--- config.mk ---
export PLATFORM = sky130hd
export DESIGN_NAME = i2crx_engine
export DESIGN_NICKNAME = d
export VERILOG_FILES = /design/src/rtl/i2crx_pkg.sv /design/src/rtl/i2crx_ctrl.sv /design/src/rtl/i2crx_dp.sv /design/src/rtl/i2crx_engine.sv
export SDC_FILE = /design/constraint.sdc
export NUM_CORES = 1
export LEC_CHECK = 0
export CAP_MARGIN = 20
export CORE_ASPECT_RATIO = 0.75
export CORE_MARGIN = 3
export CORE_UTILIZATION = 35
export CTS_CLUSTER_DIAMETER = 120
export DETAILED_ROUTE_END_ITERATION = 10
export GPL_TIMING_DRIVEN = 0
export SLEW_MARGIN = 20
export SYNTH_ARGS = -nofsm -noshare
export SYNTH_HDL_FRONTEND = slang
export SYNTH_SLANG_ARGS = --single-unit
export TNS_END_PERCENT = 5
--- constraint.sdc ---
create_clock -name clk -period 2.3 [get_ports clk]
set_input_delay 0.69 -clock clk [delete_from_list [all_inputs] [get_ports clk]]
set_output_delay 0.69 -clock clk [all_outputs]
set_load 0.1 [all_outputs]
--- src/rtl/i2crx_pkg.sv ---
package i2crx_pkg;

  typedef enum logic [3:0] {
    ST_IDLE,
    ST_BIT_LO,
    ST_BIT_HI,
    ST_ACK_LO,
    ST_ACK_HI,
    ST_HOLD,
    ST_STOP_LO,
    ST_STOP_HI,
    ST_RS_LO,
    ST_RS_HI,
    ST_RS_FALL
  } rxState_e;

  // strobes from control to datapath
  typedef struct packed {
    logic sampleBit;
    logic byteDone;
  } dpStrobe_t;

endpackage

--- src/rtl/i2crx_ctrl.sv ---
module i2crx_ctrl
  import i2crx_pkg::*;
#(
  parameter int HALF_CLKS = 8,
  parameter int DATA_BITS = 8
) (
  input  logic      clk,
  input  logic      rstN,
  input  logic      addrDone,
  input  logic      addrClr,
  input  logic      ackEn,
  input  logic      stopReq,
  input  logic      restartReq,
  input  logic      dataRd,
  input  logic      btf,
  output dpStrobe_t strobe,
  output logic      sclLow,
  output logic      sdaLow,
  output logic      addrFlag,
  output logic      masterMode
);

  localparam int CW    = (HALF_CLKS > 2) ? $clog2(HALF_CLKS) : 1;
  localparam int BIT_W = (DATA_BITS > 2) ? $clog2(DATA_BITS) : 1;
  localparam logic [CW-1:0]    CNT_LAST = CW'(HALF_CLKS - 1);
  localparam logic [BIT_W-1:0] BIT_LAST = BIT_W'(DATA_BITS - 1);

  rxState_e         state, stateNext;
  logic [CW-1:0]    cnt;
  logic [BIT_W-1:0] bitIdx;
  logic             ackLatched;
  logic             stopPend, rsPend;
  logic             phaseEnd, lastBit, holdFree;
  logic             enterStop, enterRs, untimed;

  assign phaseEnd = (cnt == CNT_LAST);
  assign lastBit  = (bitIdx == BIT_LAST);
  assign holdFree = !btf || dataRd;
  assign untimed  = (state == ST_IDLE) || (state == ST_HOLD);

  always_comb begin
    stateNext = state;
    unique case (state)
      ST_IDLE:    if (!addrDone && addrClr && addrFlag) stateNext = ST_BIT_LO;
      ST_BIT_LO:  if (phaseEnd) stateNext = ST_BIT_HI;
      ST_BIT_HI:  if (phaseEnd) stateNext = lastBit ? ST_ACK_LO : ST_BIT_LO;
      ST_ACK_LO:  if (phaseEnd) stateNext = ST_ACK_HI;
      ST_ACK_HI:  if (phaseEnd) stateNext = ST_HOLD;
      ST_HOLD: begin
        if (holdFree) begin
          if (stopPend)        stateNext = ST_STOP_LO;
          else if (rsPend)     stateNext = ST_RS_LO;
          else if (ackLatched) stateNext = ST_BIT_LO;
        end
      end
      ST_STOP_LO: if (phaseEnd) stateNext = ST_STOP_HI;
      ST_STOP_HI: if (phaseEnd) stateNext = ST_IDLE;
      ST_RS_LO:   if (phaseEnd) stateNext = ST_RS_HI;
      ST_RS_HI:   if (phaseEnd) stateNext = ST_RS_FALL;
      ST_RS_FALL: if (phaseEnd) stateNext = ST_IDLE;
      default:    stateNext = ST_IDLE;
    endcase
  end

  assign enterStop = (state == ST_HOLD) && (stateNext == ST_STOP_LO);
  assign enterRs   = (state == ST_HOLD) && (stateNext == ST_RS_LO);

  always_ff @(posedge clk) begin
    if (!rstN) begin
      state      <= ST_IDLE;
      cnt        <= '0;
      bitIdx     <= '0;
      ackLatched <= 1'b0;
      stopPend   <= 1'b0;
      rsPend     <= 1'b0;
      addrFlag   <= 1'b0;
      masterMode <= 1'b0;
    end else begin
      state <= stateNext;
      if (stateNext != state || untimed) cnt <= '0;
      else                               cnt <= cnt + 1'b1;

      if (state == ST_BIT_HI && phaseEnd) begin
        bitIdx <= lastBit ? '0 : bitIdx + 1'b1;
        if (lastBit) ackLatched <= ackEn;
      end

      stopPend <= (stopPend & ~enterStop) | stopReq;
      rsPend   <= (rsPend & ~(enterRs | enterStop)) | restartReq;

      if (state == ST_IDLE) begin
        if (addrDone) begin
          addrFlag   <= 1'b1;
          masterMode <= 1'b1;
        end else if (addrClr) begin
          addrFlag <= 1'b0;
        end
      end
      if (state == ST_STOP_HI && phaseEnd) masterMode <= 1'b0;
    end
  end

  assign strobe.sampleBit = (state == ST_BIT_HI) && phaseEnd;
  assign strobe.byteDone  = (state == ST_ACK_HI) && phaseEnd;

  always_comb begin
    sclLow = 1'b1;
    sdaLow = 1'b0;
    unique case (state)
      ST_IDLE:    begin sclLow = masterMode; sdaLow = masterMode; end
      ST_BIT_LO:  begin sclLow = 1'b1; sdaLow = 1'b0;       end
      ST_BIT_HI:  begin sclLow = 1'b0; sdaLow = 1'b0;       end
      ST_ACK_LO:  begin sclLow = 1'b1; sdaLow = ackLatched; end
      ST_ACK_HI:  begin sclLow = 1'b0; sdaLow = ackLatched; end
      ST_HOLD:    begin sclLow = 1'b1; sdaLow = 1'b0;       end
      ST_STOP_LO: begin sclLow = 1'b1; sdaLow = 1'b1;       end
      ST_STOP_HI: begin sclLow = 1'b0; sdaLow = 1'b1;       end
      ST_RS_LO:   begin sclLow = 1'b1; sdaLow = 1'b0;       end
      ST_RS_HI:   begin sclLow = 1'b0; sdaLow = 1'b0;       end
      ST_RS_FALL: begin sclLow = 1'b0; sdaLow = 1'b1;       end
      default:    begin sclLow = 1'b1; sdaLow = 1'b0;       end
    endcase
  end

endmodule

--- src/rtl/i2crx_dp.sv ---
module i2crx_dp
  import i2crx_pkg::*;
#(
  parameter int DATA_BITS = 8
) (
  input  logic                 clk,
  input  logic                 rstN,
  input  logic                 sdaIn,
  input  logic                 dataRd,
  input  dpStrobe_t            strobe,
  output logic [DATA_BITS-1:0] rxData,
  output logic                 rxNotEmpty,
  output logic                 byteFinished
);

  logic [DATA_BITS-1:0] shiftReg;

  always_ff @(posedge clk) begin
    if (!rstN) begin
      shiftReg     <= '0;
      rxData       <= '0;
      rxNotEmpty   <= 1'b0;
      byteFinished <= 1'b0;
    end else begin
      if (strobe.sampleBit) shiftReg <= {shiftReg[DATA_BITS-2:0], sdaIn};

      if (strobe.byteDone) begin
        if (rxNotEmpty && !dataRd) begin
          byteFinished <= 1'b1;
        end else begin
          rxData     <= shiftReg;
          rxNotEmpty <= 1'b1;
        end
      end else if (dataRd) begin
        if (byteFinished) begin
          rxData       <= shiftReg;
          byteFinished <= 1'b0;
        end else begin
          rxNotEmpty <= 1'b0;
        end
      end
    end
  end

endmodule

--- src/rtl/i2crx_engine.sv ---
module i2crx_engine
  import i2crx_pkg::*;
#(
  parameter int HALF_CLKS = 8,
  parameter int DATA_BITS = 8
) (
  input  logic                 clk,
  input  logic                 rstN,
  input  logic                 sdaIn,
  input  logic                 addrDone,
  input  logic                 addrClr,
  input  logic                 ackEn,
  input  logic                 stopReq,
  input  logic                 restartReq,
  input  logic                 dataRd,
  input  logic                 evtIrqEn,
  input  logic                 bufIrqEn,
  output logic                 sclLow,
  output logic                 sdaLow,
  output logic [DATA_BITS-1:0] rxData,
  output logic                 rxNotEmpty,
  output logic                 byteFinished,
  output logic                 addrFlag,
  output logic                 masterMode,
  output logic                 irq
);

  dpStrobe_t strobe;

  i2crx_ctrl #(.HALF_CLKS(HALF_CLKS), .DATA_BITS(DATA_BITS)) u_ctrl (
    .clk        (clk),
    .rstN       (rstN),
    .addrDone   (addrDone),
    .addrClr    (addrClr),
    .ackEn      (ackEn),
    .stopReq    (stopReq),
    .restartReq (restartReq),
    .dataRd     (dataRd),
    .btf        (byteFinished),
    .strobe     (strobe),
    .sclLow     (sclLow),
    .sdaLow     (sdaLow),
    .addrFlag   (addrFlag),
    .masterMode (masterMode)
  );

  i2crx_dp #(.DATA_BITS(DATA_BITS)) u_dp (
    .clk          (clk),
    .rstN         (rstN),
    .sdaIn        (sdaIn),
    .dataRd       (dataRd),
    .strobe       (strobe),
    .rxData       (rxData),
    .rxNotEmpty   (rxNotEmpty),
    .byteFinished (byteFinished)
  );

  assign irq = evtIrqEn & (addrFlag | byteFinished | (bufIrqEn & rxNotEmpty));

endmodule

* After elaboration in Yosys (flattened, before gate mapping)
Index checks and enable logic that the tools add are counted.
Operators by class: $add $sub $neg 2, equality and inequality tests 18, muxes and demuxes 31, bitwise operators 12, reduce and logical (&&, ||, !) cells 30
Operator list (number):
- 2-to-1 mux 4 bit | 13
- case mux 4 bit (10 select lines) | 1
- 2-to-1 mux 8 bit | 4
- == test 4 x 3 -> 1 bit (second input constant) | 5
- == test 4 bit (second input constant) | 4
- 2-to-1 mux 1 bit | 9
- == test 4 x 2 -> 1 bit (second input constant) | 2
- logical AND 1 bit | 8
- AND reduction 2 bit | 4
- OR reduction 2 bit | 4
- adder 3 x 1 -> 3 bit (second input constant) | 2
- == test 3 bit (second input constant) | 2
- AND reduction 3 bit | 2
- nonzero test 2 bit | 3
- bitwise OR 1 bit | 5
- OR reduction 5 bit | 1
- AND 1 bit | 4
- == test 4 x 1 -> 1 bit (second input constant) | 1
- zero test 4 bit | 1
- != test 2 bit (second input constant) | 2
- != test 4 bit | 1
- zero test 1 bit | 3
- logical OR 1 bit | 3
- 2-to-1 mux 3 bit | 1
- 6 further kinds | 8
Storage, ports and cells: register bits 33, bits of input ports 11

* Longest topological paths before layout
depth in word-level cells 11, gate-level depth with buffers 7, depth with buffers taken out 6

* Modules after synthesis
Synthesis repeated with hierarchy kept, for this count alone.
Second synthesis, totals: cells, all modules 191, area, all modules 1687.9 um2
By module, submodules not included:
- i2crx_ctrl | instances 1, cells each 117, area each 963.4 um2, sequential area each 300.3 um2
- i2crx_dp | instances 1, cells each 72, area each 710.7 um2, sequential area each 360.3 um2
- i2crx_engine | instances 1, cells each 2, area each 13.8 um2, sequential area each 0.0 um2

* Worst setup path before layout
No wires, ideal clock.
path kind flip-flop to output port, from register u_ctrl.masterMode, to output sdaLow, arrival time 2.791 ns, data required time 1.610 ns, setup slack -1.181 ns, stages on the path, launching flop included 4, buffers on the path 0, cells stage by stage dfxtp_1 nor4b_1 a221oi_1 o22ai_1
Between the ends: longest elaborated chain between the ends 1
RTL lines:
- start, declared | line i2crx_ctrl.sv:20 | output logic masterMode
- start signal, assigned | line i2crx_ctrl.sv:77 | masterMode <= 1'b0;
- start signal, assigned | line i2crx_ctrl.sv:94 | masterMode <= 1'b1;
- start signal, assigned | line i2crx_ctrl.sv:99 | if (state == ST_STOP_HI && phaseEnd) masterMode <= 1'b0;
- case mux 1 bit (3 select lines) | line i2crx_ctrl.sv:109 | unique case (state)
- end, declared | line i2crx_engine.sv:19 | output logic sdaLow,
Every way passes these cells.

* Final worst setup path
from register u_ctrl.state[2], to output sclLow
Between the ends: longest elaborated chain between the ends 3, elaborated cells on any way between the ends 8
RTL lines:
- start, declared | line i2crx_ctrl.sv:28 | rxState_e state, stateNext;
- start signal, assigned | line i2crx_ctrl.sv:79 | state <= stateNext;
- == test 4 bit, or another cell as far along | line i2crx_ctrl.sv:109
- OR reduction 5 bit (no source line)
- case mux 1 bit (2 select lines) (*) | line i2crx_ctrl.sv:109
- end, declared | line i2crx_engine.sv:18 | output logic sclLow,
Every way passes the cells marked *; elsewhere a longest branch is shown, timed or not.

==> qor.csv <==
metric,value,unit
CP required,1610,ps
gp weighted congestion,0.768,
Final Cycle Share,1.06,
die height,66.0,µm
CTS H-tree lvls,2,
DRC violations left,0,
number of top-level pins,26,
final hold vios,0,
Post-Synth XOR/XNOR Area,0,
synthesized instance count,198,
number of distinct library cells after synthesis,46,
Initial Utilization,0.370,
pre-CTS WS,-881,ps
largest net degree at the start of global routing,11,
"most common cell after layout, fill and taps aside",nand2_1,
slowest CP cell,dfxtp_2,
clock insertion delay at the later pin of the skew report,280,ps
worst hold path type,register to register,
largest family of logic cells by synthesized area,simple AND/OR/NAND/NOR gates,
vias in the first global route,1326,
Comb pwr share,0.216,
dpl hpwl,2890,µm
Synth Area in Adders,0.0298,
CTS tree,yes,
"area leader, netlist",dfxtp_1,
RSZ-0062 raised after global routing,yes,
PwrDens,665,mW/mm²
Max Clk Rate,409,MHz
antenna-violating nets left,0,
Hold WS,433,ps
"EDFF count, synth",0,
Synth area leaders,"dfxtp_1, nand2_1, a21boi_0",
Total Die Area,0.00568,mm²
"Hold-fix buffers, CTS",0,
leakage power,1.04,nW
Worst slew margin,0.353,
"CP delay by family, top",buffers and inverters,
fin. max-slew vios,0,
Core Area,0.00455,mm²
CTS Buf Count,5,
number of antenna repair diodes,0,
Crit. End Element,primary output,
Rows,21,
detailed router's first-iteration violation count,106,
placed cells,280,
Post-Synth Simple-Gate Area,0.249,
gr usage total,0.152,
Final WS setup,-146,ps
VDD IR max,0.321,mV
Max-cap violations,0,
syn_nets,213,
WP buf/inv,3,
Worst-path clk slew,70,ps
Slew @ Worst Pin,969,ps
setup_tns,-188,ps
routed wire length,4080,µm
fin crit period,2450,ps
share of cells above drive strength 1,0.172,
Async SR Flop Fraction,0,
CP Cell Sequence,buf_6 > clkinvlp_4 > a211oi_1 > a21oi_1 > mux2_2 > buf_6,
Sw Share,0.291,
CP dominant cell by count,buf_6,
violated checks,negative setup slack,
fin cells,290,
Synth-to-Final Area Change,34.0,%
Max clock buf depth,2,
area fraction in compound gates after synthesis,0.221,
Die Width,86.0,µm
DRT Pass-1 Iters,4,
clk sink count,33,
#FFs+latches synth,33,
most frequent cells in the layout,"nand2_1, dfxtp_1, a21boi_0, o21ai_0",
Final Setup Violations,2,
skew final,3.53,ps
first-pass GRT wire length,6700,µm
Reg power frac,0.404,
clock power share,0.380,
CP Class,register to primary output,
Root Driver,clkbuf_8,
Synth top area share,0.393,
Mapped Area,0.00168,mm²
Int Pwr,1.06,mW
DR vias,1495,
worst-path fanout max,10,
Mapped Avg Cell Area,8.49,µm²
vias per cell,5.16,
WL/cell,14.1,µm
nets@finish,247,
worst path arrival time,1760,ps
Synth Warn #,0,
global route overflow,0,
outcome,finished with violations,
mux cell area share after synthesis,0.0544,
Main synth FF type,dfxtp_1,
"slowest stage delay, CP",380,ps
Psw,436,µW
CP startpoint kind,register,
register area share after synthesis,0.393,
Power Total,1.50,mW
quantity of I/O buffers inserted on ports,25,
initial antenna violation count,0,
[through the flow]
| step | cell area (µm²) | util |
|---|---|---|
| after floorplan | 1710 | - |
| after global placement | 2030 | 0.446 |
| after detailed placement | 2030 | 0.446 |
| after CTS | 2170 | 0.477 |
| after global routing | 2250 | 0.495 |
| final | 2250 | 0.495 |
[Yosys cell counts, types with 4 or more instances]
master / number
nand2_1: 45
clkbuf_1: 7
ha_1: 4
nor2_1: 6
o21ai_0: 13
mux2i_1: 8
inv_1: 6
dfxtp_1: 33
buf_2: 4
nor2b_1: 8
a21boi_0: 13
a21oi_1: 5
[cell type report]
cell class | instances | area (µm²)
plain buffers | 13 | 91.3
well taps | 57 | 71.3
clock inverters | 1 | 30.0
repair buffers | 27 | 302
inverters | 6 | 26.3
flip-flops and latches | 33 | 668
clock buffers | 7 | 86.3
multi-input cells | 146 | 976
fillers | 442 | 2290
[timing repair]
action | CTS | global route
setup buffers | 0 | 2
pin swaps | 1 | 1
endpoints found under the setup margin | 15 | 16
gates resized for setup | 30 | 25
[power by group through the flow]
stage | combinational [mW] | sequential (mW) | clock (mW)
after detailed placement | 0.301 | 0.616 | 0
after global routing | 0.340 | 0.606 | 0.604
after floorplan | 0.195 | 0.646 | 0
final | 0.324 | 0.604 | 0.569
after global placement | 0.302 | 0.617 | 0
after CTS | 0.307 | 0.604 | 0.577
[cell families after synthesis]
logic type,count (synthesis)
AO/OA/AOI/OAI,53
adder cells (fa/ha/maj),4
buffers and inverters,19
flip-flops,33
multiplexers,9
AND/OR/NAND/NOR,80
[sequential cells by signal, indices dropped and copies added (netlist names)]
signal and cells:
u_ctrl.ackLatched 1, u_ctrl.addrFlag 1, u_ctrl.bitIdx 3, u_ctrl.cnt 3, u_ctrl.masterMode 1, u_ctrl.rsPend 1
u_ctrl.state 4, u_ctrl.stopPend 1, u_dp.byteFinished 1, u_dp.rxData 8, u_dp.rxNotEmpty 1, u_dp.shiftReg 8
[metal layers]
metal  GRT usage  up-vias  share of wire
met3      0.0361        6          0.046
li1            -      764              -
met2       0.200       39           0.41
met5           0        -              0
met1       0.235      686           0.54
met4      0.0474        0         0.0071
[worst paths after layout]
check,endpoint,from,cells past startpoint,slack [ps]
worst max-delay path,sclLow,u_ctrl.state[2],6,-150
worst min register to register,u_ctrl.cnt[0],u_ctrl.cnt[0],1,430
worst max register to register,u_ctrl.bitIdx[2],u_ctrl.cnt[0],7,380
worst min-delay path,u_ctrl.cnt[0],u_ctrl.cnt[0],1,430
No activity file was read; power rests on OpenSTA's default activity.
